--- src/rtl/mc_ctrl_pkg.sv ---
package mc_ctrl_pkg;

    // State numbering follows the sequence; the value is not decoded outside the block
    typedef enum logic [3:0] {
        S_FETCH     = 4'd0,
        S_DECODE    = 4'd1,
        S_MEM_ADDR  = 4'd2,
        S_LOAD_RD   = 4'd3,
        S_LOAD_WB   = 4'd4,
        S_STORE_WR  = 4'd5,
        S_R_EXEC    = 4'd6,
        S_R_WB      = 4'd7,
        S_BRANCH    = 4'd8,
        S_JUMP      = 4'd9,
        S_EXC_UNDEF = 4'd10,
        S_EXC_OVF   = 4'd11
    } state_t;

    typedef enum logic [2:0] {
        C_RTYPE,
        C_LOAD,
        C_STORE,
        C_BEQ,
        C_JUMP,
        C_UNDEF
    } opclass_t;

    // Operand B select encodings
    localparam logic [1:0] B_REG    = 2'b00;
    localparam logic [1:0] B_FOUR   = 2'b01;
    localparam logic [1:0] B_IMM    = 2'b10;
    localparam logic [1:0] B_IMM_X4 = 2'b11;

    // ALU function encodings
    localparam logic [1:0] F_ADD    = 2'b00;
    localparam logic [1:0] F_SUB    = 2'b01;
    localparam logic [1:0] F_FIELD  = 2'b10;

    // PC source encodings
    localparam logic [1:0] P_ALU    = 2'b00;
    localparam logic [1:0] P_ALUREG = 2'b01;
    localparam logic [1:0] P_JUMP   = 2'b10;
    localparam logic [1:0] P_VECTOR = 2'b11;

    typedef struct packed {
        logic       rf_dst_rd;
        logic       rf_we;
        logic       wb_sel_mem;
        logic       alu_a_sel;
        logic [1:0] alu_b_sel;
        logic [1:0] alu_func;
        logic       mem_rd;
        logic       mem_wr;
        logic       mem_addr_sel;
        logic       ir_we;
        logic       pc_we;
        logic       pc_we_on_zero;
        logic [1:0] pc_src;
        logic       exc_pc_we;
        logic       cause_we;
        logic       cause_val;
    } ctrl_t;

endpackage

--- src/rtl/mc_opcode_class.sv ---
module mc_opcode_class
    import mc_ctrl_pkg::*;
#(
    parameter int              OPC_W     = 6,
    parameter logic [OPC_W-1:0] OPC_RTYPE = 6'h00,
    parameter logic [OPC_W-1:0] OPC_JUMP  = 6'h02,
    parameter logic [OPC_W-1:0] OPC_BEQ   = 6'h04,
    parameter logic [OPC_W-1:0] OPC_LOAD  = 6'h23,
    parameter logic [OPC_W-1:0] OPC_STORE = 6'h2B
) (
    input  logic [OPC_W-1:0] opcode,
    output opclass_t         op_class
);

    always_comb begin
        if (opcode == OPC_RTYPE)      op_class = C_RTYPE;
        else if (opcode == OPC_LOAD)  op_class = C_LOAD;
        else if (opcode == OPC_STORE) op_class = C_STORE;
        else if (opcode == OPC_BEQ)   op_class = C_BEQ;
        else if (opcode == OPC_JUMP)  op_class = C_JUMP;
        else                          op_class = C_UNDEF;
    end

endmodule

--- src/rtl/mc_state_seq.sv ---
module mc_state_seq
    import mc_ctrl_pkg::*;
(
    input  logic     clk,
    input  logic     rst,
    input  opclass_t op_class,
    input  logic     alu_ovf,
    output state_t   state
);

    state_t state_nx;

    always_ff @(posedge clk) begin
        if (rst) state <= S_FETCH;
        else     state <= state_nx;
    end

    always_comb begin
        state_nx = S_FETCH;
        unique case (state)
            S_FETCH:  state_nx = S_DECODE;
            S_DECODE: begin
                unique case (op_class)
                    C_RTYPE:          state_nx = S_R_EXEC;
                    C_LOAD, C_STORE:  state_nx = S_MEM_ADDR;
                    C_BEQ:            state_nx = S_BRANCH;
                    C_JUMP:           state_nx = S_JUMP;
                    default:          state_nx = S_EXC_UNDEF;
                endcase
            end
            S_MEM_ADDR: state_nx = (op_class == C_LOAD) ? S_LOAD_RD : S_STORE_WR;
            S_LOAD_RD:  state_nx = S_LOAD_WB;
            S_R_EXEC:   state_nx = alu_ovf ? S_EXC_OVF : S_R_WB;
            S_LOAD_WB, S_STORE_WR, S_R_WB, S_BRANCH, S_JUMP,
            S_EXC_UNDEF, S_EXC_OVF:
                        state_nx = S_FETCH;
            default:    state_nx = S_FETCH;
        endcase
    end

    // address calculation for a load continues to the read cycle
    a_r4_load_path: assert property (@(posedge clk) disable iff (rst)
        (state == S_MEM_ADDR && op_class == C_LOAD) |=> (state == S_LOAD_RD));

    // overflow in execute diverts to the fault state
    a_r9_ovf_divert: assert property (@(posedge clk) disable iff (rst)
        (state == S_R_EXEC && alu_ovf) |=> (state == S_EXC_OVF));

    // terminal states return to fetch
    a_r10_to_fetch: assert property (@(posedge clk) disable iff (rst)
        (state inside {S_LOAD_WB, S_STORE_WR, S_R_WB, S_BRANCH, S_JUMP,
                       S_EXC_UNDEF, S_EXC_OVF}) |=> (state == S_FETCH));

endmodule

--- src/rtl/mc_ctrl_decode.sv ---
module mc_ctrl_decode
    import mc_ctrl_pkg::*;
(
    input  state_t state,
    output ctrl_t  ctrl
);

    always_comb begin
        ctrl = '0;
        unique case (state)
            S_FETCH: begin
                ctrl.mem_rd    = 1'b1;
                ctrl.ir_we     = 1'b1;
                ctrl.alu_b_sel = B_FOUR;
                ctrl.alu_func  = F_ADD;
                ctrl.pc_we     = 1'b1;
                ctrl.pc_src    = P_ALU;
            end
            S_DECODE: begin
                ctrl.alu_b_sel = B_IMM_X4;
                ctrl.alu_func  = F_ADD;
            end
            S_MEM_ADDR: begin
                ctrl.alu_a_sel = 1'b1;
                ctrl.alu_b_sel = B_IMM;
                ctrl.alu_func  = F_ADD;
            end
            S_LOAD_RD: begin
                ctrl.mem_rd       = 1'b1;
                ctrl.mem_addr_sel = 1'b1;
            end
            S_LOAD_WB: begin
                ctrl.rf_we      = 1'b1;
                ctrl.wb_sel_mem = 1'b1;
            end
            S_STORE_WR: begin
                ctrl.mem_wr       = 1'b1;
                ctrl.mem_addr_sel = 1'b1;
            end
            S_R_EXEC: begin
                ctrl.alu_a_sel = 1'b1;
                ctrl.alu_b_sel = B_REG;
                ctrl.alu_func  = F_FIELD;
            end
            S_R_WB: begin
                ctrl.rf_we     = 1'b1;
                ctrl.rf_dst_rd = 1'b1;
            end
            S_BRANCH: begin
                ctrl.alu_a_sel     = 1'b1;
                ctrl.alu_b_sel     = B_REG;
                ctrl.alu_func      = F_SUB;
                ctrl.pc_we_on_zero = 1'b1;
                ctrl.pc_src        = P_ALUREG;
            end
            S_JUMP: begin
                ctrl.pc_we  = 1'b1;
                ctrl.pc_src = P_JUMP;
            end
            S_EXC_UNDEF, S_EXC_OVF: begin
                ctrl.pc_we     = 1'b1;
                ctrl.pc_src    = P_VECTOR;
                ctrl.exc_pc_we = 1'b1;
                ctrl.cause_we  = 1'b1;
                ctrl.cause_val = (state == S_EXC_OVF);
            end
            default: ctrl = '0;
        endcase
    end

endmodule

--- src/rtl/mc_ctrl_fsm.sv ---
module mc_ctrl_fsm
    import mc_ctrl_pkg::*;
#(
    parameter int              OPC_W     = 6,
    parameter logic [OPC_W-1:0] OPC_RTYPE = 6'h00,
    parameter logic [OPC_W-1:0] OPC_JUMP  = 6'h02,
    parameter logic [OPC_W-1:0] OPC_BEQ   = 6'h04,
    parameter logic [OPC_W-1:0] OPC_LOAD  = 6'h23,
    parameter logic [OPC_W-1:0] OPC_STORE = 6'h2B
) (
    input  logic             clk,
    input  logic             rst,
    input  logic [OPC_W-1:0] opcode,
    input  logic             alu_ovf,
    output logic             rf_dst_rd,
    output logic             rf_we,
    output logic             wb_sel_mem,
    output logic             alu_a_sel,
    output logic [1:0]       alu_b_sel,
    output logic [1:0]       alu_func,
    output logic             mem_rd,
    output logic             mem_wr,
    output logic             mem_addr_sel,
    output logic             ir_we,
    output logic             pc_we,
    output logic             pc_we_on_zero,
    output logic [1:0]       pc_src,
    output logic             exc_pc_we,
    output logic             cause_we,
    output logic             cause_val
);

    opclass_t op_class;
    state_t   state;
    ctrl_t    ctrl;

    mc_opcode_class #(
        .OPC_W     (OPC_W),
        .OPC_RTYPE (OPC_RTYPE),
        .OPC_JUMP  (OPC_JUMP),
        .OPC_BEQ   (OPC_BEQ),
        .OPC_LOAD  (OPC_LOAD),
        .OPC_STORE (OPC_STORE)
    ) u_class (
        .opcode   (opcode),
        .op_class (op_class)
    );

    mc_state_seq u_seq (
        .clk      (clk),
        .rst      (rst),
        .op_class (op_class),
        .alu_ovf  (alu_ovf),
        .state    (state)
    );

    mc_ctrl_decode u_dec (
        .state (state),
        .ctrl  (ctrl)
    );

    assign rf_dst_rd     = ctrl.rf_dst_rd;
    assign rf_we         = ctrl.rf_we;
    assign wb_sel_mem    = ctrl.wb_sel_mem;
    assign alu_a_sel     = ctrl.alu_a_sel;
    assign alu_b_sel     = ctrl.alu_b_sel;
    assign alu_func      = ctrl.alu_func;
    assign mem_rd        = ctrl.mem_rd;
    assign mem_wr        = ctrl.mem_wr;
    assign mem_addr_sel  = ctrl.mem_addr_sel;
    assign ir_we         = ctrl.ir_we;
    assign pc_we         = ctrl.pc_we;
    assign pc_we_on_zero = ctrl.pc_we_on_zero;
    assign pc_src        = ctrl.pc_src;
    assign exc_pc_we     = ctrl.exc_pc_we;
    assign cause_we      = ctrl.cause_we;
    assign cause_val     = ctrl.cause_val;

    // reset leads to the fetch encoding
    a_r1_reset_fetch: assert property (@(posedge clk)
        rst |=> (ir_we && mem_rd && pc_we));

    // memory is never read and written in the same cycle
    a_r4_mem_excl: assert property (@(posedge clk) disable iff (rst)
        !(mem_rd && mem_wr));

    // unknown opcode at decode raises cause 0 next cycle
    a_r8_undef_cause: assert property (@(posedge clk) disable iff (rst)
        (state == S_DECODE && op_class == C_UNDEF)
        |=> (cause_we && !cause_val && exc_pc_we && pc_src == P_VECTOR));

    // faulting R-type never writes the register file
    a_r9_no_rf_write: assert property (@(posedge clk) disable iff (rst)
        (state == S_R_EXEC && alu_ovf) |=> (!rf_we && cause_we && cause_val));

    // a fault cycle is followed by fetch
    a_r10_fault_refetch: assert property (@(posedge clk) disable iff (rst)
        cause_we |=> ir_we);

endmodule

--- config.mk ---
export PLATFORM = sky130hd
export DESIGN_NAME = mc_ctrl_fsm
export DESIGN_NICKNAME = d
export VERILOG_FILES = /design/src/rtl/mc_ctrl_pkg.sv /design/src/rtl/mc_opcode_class.sv /design/src/rtl/mc_state_seq.sv /design/src/rtl/mc_ctrl_decode.sv /design/src/rtl/mc_ctrl_fsm.sv
export SDC_FILE = /design/constraint.sdc
export NUM_CORES = 1
export LEC_CHECK = 0
export ABC_AREA = 1
export BUFFER_PORTS_ARGS = -buffer_cell sky130_fd_sc_hd__buf_2
export CAP_MARGIN = 20
export CORE_AREA = 5 5 42 44
export DETAILED_ROUTE_END_ITERATION = 10
export DIE_AREA = 0 0 47 49
export GPL_ROUTABILITY_DRIVEN = 0
export GPL_TIMING_DRIVEN = 1
export PLACE_DENSITY_LB_ADDON = 0.2
export SLEW_MARGIN = 20
export SYNTH_ARGS = -nofsm -noshare
export SYNTH_HDL_FRONTEND = slang
export SYNTH_SLANG_ARGS = --single-unit
--- constraint.sdc ---
create_clock -name clk -period 1.19 [get_ports clk]
set_input_delay 0 -clock clk [delete_from_list [all_inputs] [get_ports clk]]
set_output_delay 0 -clock clk [all_outputs]
set_load 0.005 [all_outputs]
---- After elaboration in Yosys (flattened, before gate mapping) ----
Index checks and enable logic that the tools add are counted.
word-level totals
  flip-flop bits (word level) ............. 4
  bits of input ports ..................... 9
  output and inout bits ................... 19
  word-level logic and storage cells ...... 52
operators by class
  equal/unequal tests ..................... 19
  mux-type cells .......................... 22
  reduce and logical (&&, ||, !) cells .... 10
operators by type and width
  kind                                                              number
  4-bit case mux with 5 select lines                                2
  3-bit 2-to-1 mux                                                  6
  4-bit by 3-bit == test with 1-bit output (second input constant)  4
  4-bit == test (second input constant)                             4
  4-bit case mux with 4 select lines                                1
  6-bit == test (second input constant)                             2
  1-bit 2-to-1 mux                                                  11
  2-bit OR reduction                                                5
  4-bit by 2-bit == test with 1-bit output (second input constant)  2
  3-bit by 2-bit == test with 1-bit output (second input constant)  2
  6-bit by 2-bit == test with 1-bit output (second input constant)  1
  6-bit by 3-bit == test with 1-bit output (second input constant)  1
  6-bit zero test                                                   1
  2-bit case mux with 3 select lines                                1
  4-bit by 1-bit == test with 1-bit output (second input constant)  1
  4-bit zero test                                                   1
  4-bit 2-to-1 mux                                                  1
  4-bit OR reduction                                                1
  3-bit by 1-bit == test with 1-bit output (second input constant)  1
  3-bit == test (second input constant)                             1
  3-bit zero test                                                   1
  3-bit OR reduction                                                1

---- Longest topological paths before layout ----
  word-level depth ........................ 10
  gate-level depth with buffers ........... 8
  mapped depth without buffers ............ 8

---- Cells and area by module ----
From an unflattened synthesis, not the netlist that was laid out.
unflattened totals
  cell total of the unflattened synthesis .. 120
  area, all modules ....................... 556.8 um^2
by module, submodules not included
  module           times used  cells an instance  area an instance (um^2)  seq. area each (um^2)
  mc_state_seq     1           51                 285.3                    80.1
  mc_ctrl_decode   1           45                 175.2                    0.0
  mc_opcode_class  1           24                 96.3                     0.0

---- Worst setup path after synthesis ----
No wires, ideal clock.
  kind .................................... reg-to-reg
  from .................................... register u_seq.state[3]
  to ...................................... register u_seq.state[0]
  setup time .............................. 0.119 ns
  arrival time ............................ 0.918 ns
  data required time ...................... 1.071 ns
  setup slack ............................. 0.153 ns
  stages on the path, launching flop included .. 8
  path buffers ............................ 0
  period minus slack after synthesis ...... 1.037 ns
  cells stage by stage .................... dfxtp_1 inv_1 nand2_1 inv_2 nand2_2 inv_4 o21bai_2 nor2_1
between the ends
  cells in the longest elaborated chain, start to end .. 2
  elaborated cells on any way between the ends .. 6
  classes of those cells .................. eq/ne: 4; mux: 1; reduce/logical: 1
RTL lines
  what                                                              RTL line            source
  start, declared                                                   mc_state_seq.sv:8   output state_t state
  start signal, assigned                                            mc_state_seq.sv:15  else state <= state_nx;
  4-bit by 3-bit == test with 1-bit output (tied with other cells)  mc_state_seq.sv:20  unique case (state)
  4-bit case mux with 5 select lines *                              mc_state_seq.sv:20
Every way passes the cells marked *; elsewhere a longest branch is shown, timed or not.
A chain may end at the register's enable or synchronous reset.

---- Worst setup path after layout ----
  from .................................... register u_seq.state[1]
  to ...................................... output port alu_a_sel
between the ends
  cells in the longest elaborated chain, start to end .. 3
  elaborated cells on any way between the ends .. 5
  classes of those cells .................. eq/ne: 3; mux: 1; reduce/logical: 1
RTL lines
  what                                                              RTL line              source
  4-bit by 2-bit == test with 1-bit output (tied with other cells)  mc_ctrl_decode.sv:10  unique case (state)
  3-bit OR reduction (no line) *                                    --
  1-bit 2-to-1 mux *                                                mc_ctrl_decode.sv:10
  end, declared                                                     mc_ctrl_fsm.sv:18     output logic alu_a_sel,
Marks and branches as above.

==> flow_summary_export.csv <==
group,metric,value,unit
outcome,status,"complete, no violations",
synthesis,synth_warnings,0,
clocking,cts_made_buffers,3,
clocking,cts_root_buffer,"clkbuf_4",
synthesis,yosys.area_share.simple,54.0,%
cells_and_area,reg_top3,"u_seq.state (4)",
cells_and_area,fin_cells,136,
sta,setup_viol,0,
power_and_ir_drop,powerDensity,1080,mW/mm2
synthesis,synthMuxAreaShare,0,%
clocking,cts_sinks,4,
worst_setup_path,cp-start-kind,"flip-flop",
grt,antenna_found_initial,0,
cells_and_area,antenna_cells,0,
worst_setup_path,crit_path_cell_trace,"inv_4 > nor2_4 > nand2_2 > inv_4 > nor2_2 > nand2_1 > buf_2",
sta,max-slew-margin-rel,86.1,%
grt,grt_max_degree,8,
worst_setup_path,crit_path_end_kind,"primary output",
run,cap_violations,0,
clocking,clock_latency,0.23,ns
synthesis,seq_area_frac_synth,18.1,%
synthesis,ys_seq_elements,4,
synthesis,synth_top_family_by_area,"simple AND/OR/NAND/NOR gates",
floorplanning,row_count,14,
clocking,clk_pin_slew_worst_paths,0.04,ns
power_and_ir_drop,p_leak,0.000402,uW
cells_and_area,largest_register_ffs,4,
routing,drc_errors,0,
routing,wire_per_inst,9.40,um
cells_and_area,drive_gt1_share,52.5,%
sta,final_hold_viol_count,0,
worst_setup_path,r2r_cells,7,
floorplanning,die_w,47,um
grt,grt_pass1_wl,2080,um
sta,tightest_slew,0.207,ns
cells_and_area,nFillCells,157,
grt,grt_remaining_overflow,0,
synthesis,synth_xor_area_share,0,%
synthesis,synth.distinct_cells,16,
sta,fin_setup_tns,0,ns
cells_and_area,regMostFlops,"u_seq.state",
sta,maxSlewViolCount,0,
routing,drt_iter0_markers,24,
min_path,hold_class,"input pin to flip-flop",
placed_design,dp_hpwl,1090,um
floorplanning,ioPinCount,28,
routing,drt-pass1-iter-count,4,
synthesis,syn_area,443,um2
routing,avgViaCountPerCell,4.63,
cells_and_area,nets,131,
worst_setup_path,max_stage_delay,0.40,ns
sta,min_period,1.15,ns
worst_setup_path,crit_path_top_delay_cell,"dfxtp_4",
synthesis,syn_inst,84,
worst_setup_path,crit_top_cell,"inv_4",
floorplanning,core-area,0.00140,mm2
floorplanning,die_area,0.00230,mm2
min_path,hold_depth,3,
min_path,min_from,"alu_ovf",
synthesis,synth_nets,93,
sta,min_period_over_period,96.9,%
placed_design,dpl-instance-area,606,um2
synthesis,synth_compound_area_share,11.3,%
placed_design,dp.cells,128,
clocking,cts-htree-levels,1,
synthesis,avgSynthCellArea,5.27,um2
worst_setup_path,worstReg2RegStart,"u_seq.state[0]",
clocking,clk_path_buf_depth,2,
worst_setup_path,cp_top_family,"flip-flops",
routing,drt_wl_total,1280,um
worst_setup_path,crit_cells,7,
power_and_ir_drop,peakVddDrop,535,uV
worst_setup_path,crit_required,1.19,ns
floorplanning,initial_core_util,31.6,%
placed_design,port_buffers,27,
routing,vias,629,
cells_and_area,fin_area,718,um2
sta,fin_skew,0.00296,ns
worst_setup_path,critical_path_class,"flip-flop to primary output",
routing,antenna_left,0,
sta,holdWs,0.0249,ns
grt,grt_pass1_vias,547,
worst_setup_path,worst-path-buf-inv,3,
worst_setup_path,cp.arrival,1.15,ns
grt,grt_usage,12.1,%
cells_and_area,syn_to_final_growth,62.1,%
sta,rsz0062_at_grt,"yes",
floorplanning,die_height,49,um
synthesis,synth_fa_ha_area_share,0,%
worst_setup_path,cp-startpoint,"u_seq.state[1]",
worst_setup_path,cp_max_fo,6,
clocking,tritoncts,"done",
sta,fmax,867,MHz
-- path summary, 6_finish.rpt --
check	end	slack, ns
worst max-delay path	alu_a_sel	0.04
worst min-delay path	u_seq.state[3]	0.02
worst max register to register	u_seq.state[1]	0.11
worst min register to register	u_seq.state[2]	0.60
-- synth_stat cells --
cell | instances | area [um2]
a21oi_1 | 3 | 15.0
nor2_2 | 3 | 18.8
dfxtp_1 | 4 | 80.1
o21bai_2 | 1 | 11.3
nand2_1 | 12 | 45.0
o21ai_1 | 2 | 10.0
buf_4 | 1 | 7.51
a21oi_2 | 1 | 8.76
nand3_1 | 9 | 45.0
inv_1 | 8 | 30.0
nand2_2 | 1 | 6.26
inv_2 | 8 | 30.0
nor2_1 | 27 | 101
o21ai_0 | 1 | 5.00
inv_4 | 1 | 6.26
nor2_4 | 2 | 22.5
-- area by class of cell --
| class | count | area (um2) | share of cell area, % |
|---|---|---|---|
| Multi-Input combinational cell | 62 | 322 | 44.8 |
| Sequential cell | 4 | 92.6 | 12.9 |
| Inverter | 17 | 71.3 | 9.93 |
| Clock buffer | 3 | 22.5 | 3.14 |
| Tap cell | 16 | 20.0 | 2.79 |
| Timing Repair Buffer | 34 | 190 | 26.5 |
-- metal layers --
layer	part of all wire (%)	routed length (um)	track usage [%]	vias up
met5	0	0	0	-
met2	47	602	18.1	21
met1	43	552	15.6	280
li1	-	-	-	328
met3	9.7	124	2.21	0
met4	0	0	6.91	0
-- cell usage in the layout, fill, tap and decap left out --
| master | Yosys | layout |
|---|---|---|
| a21oi_1 | 3 | 3 |
| a21oi_2 | 1 | 1 |
| buf_2 | 0 | 27 |
| buf_4 | 1 | 6 |
| clkbuf_4 | 0 | 3 |
| dfxtp_2 | 0 | 1 |
| dfxtp_4 | 0 | 3 |
| dlygate4sd3_1 | 0 | 1 |
| inv_1 | 8 | 7 |
| inv_2 | 8 | 7 |
| inv_4 | 1 | 3 |
| nand2_1 | 12 | 11 |
| nand2_2 | 1 | 2 |
| nand3_1 | 9 | 9 |
| nor2_1 | 27 | 23 |
| nor2_2 | 3 | 3 |
| nor2_4 | 2 | 6 |
| o21ai_0 | 1 | 1 |
| o21ai_1 | 2 | 2 |
| o21bai_2 | 1 | 1 |
-- where the power goes --
group	total, uW	switching [uW]	leakage, uW	internal [uW]
clock network	166	53.8	0.0000138	113
registers	192	34.8	0.0000353	157
logic	420	226	0.000353	193
-- metrics by stage --
step	setup WS, ns	power (uW)	util (%)
6_report	0.0368	778	51.2
5_1_grt	-0.0530	855	51.2
4_1_cts	0.00198	720	46.5
3_5_place_dp	0.0604	526	43.2
3_3_place_gp	0.0508	526	43.2
2_1_floorplan	0.153	386	-
-- cells by family (layout without fill, tap and decap cells) --
family / count (synthesis) / in the layout
compound gates: 8 / 8
simple gates: 54 / 54
buf+inv: 18 / 54
flops: 4 / 4
-- what timing repair did --
item                                    CTS  global route
hold buffers                              1             0
endpoints found under the setup margin    7             7
cloned                                    0             0
buffers inserted                          0             4
gates resized for setup                   8            11
hold endpoints to repair                  1             0
pin swaps                                 0             6
-- worst register-to-register path, delay by kind of cell, from the launching register on --
kind / cells / cell delay, ns
flip-flops: 1 / 0.39
buffers and inverters: 3 / 0.24
AND/OR/NAND/NOR: 3 / 0.24
AO/OA/AOI/OAI: 1 / 0.12
(Power assumes the default switching activity.)
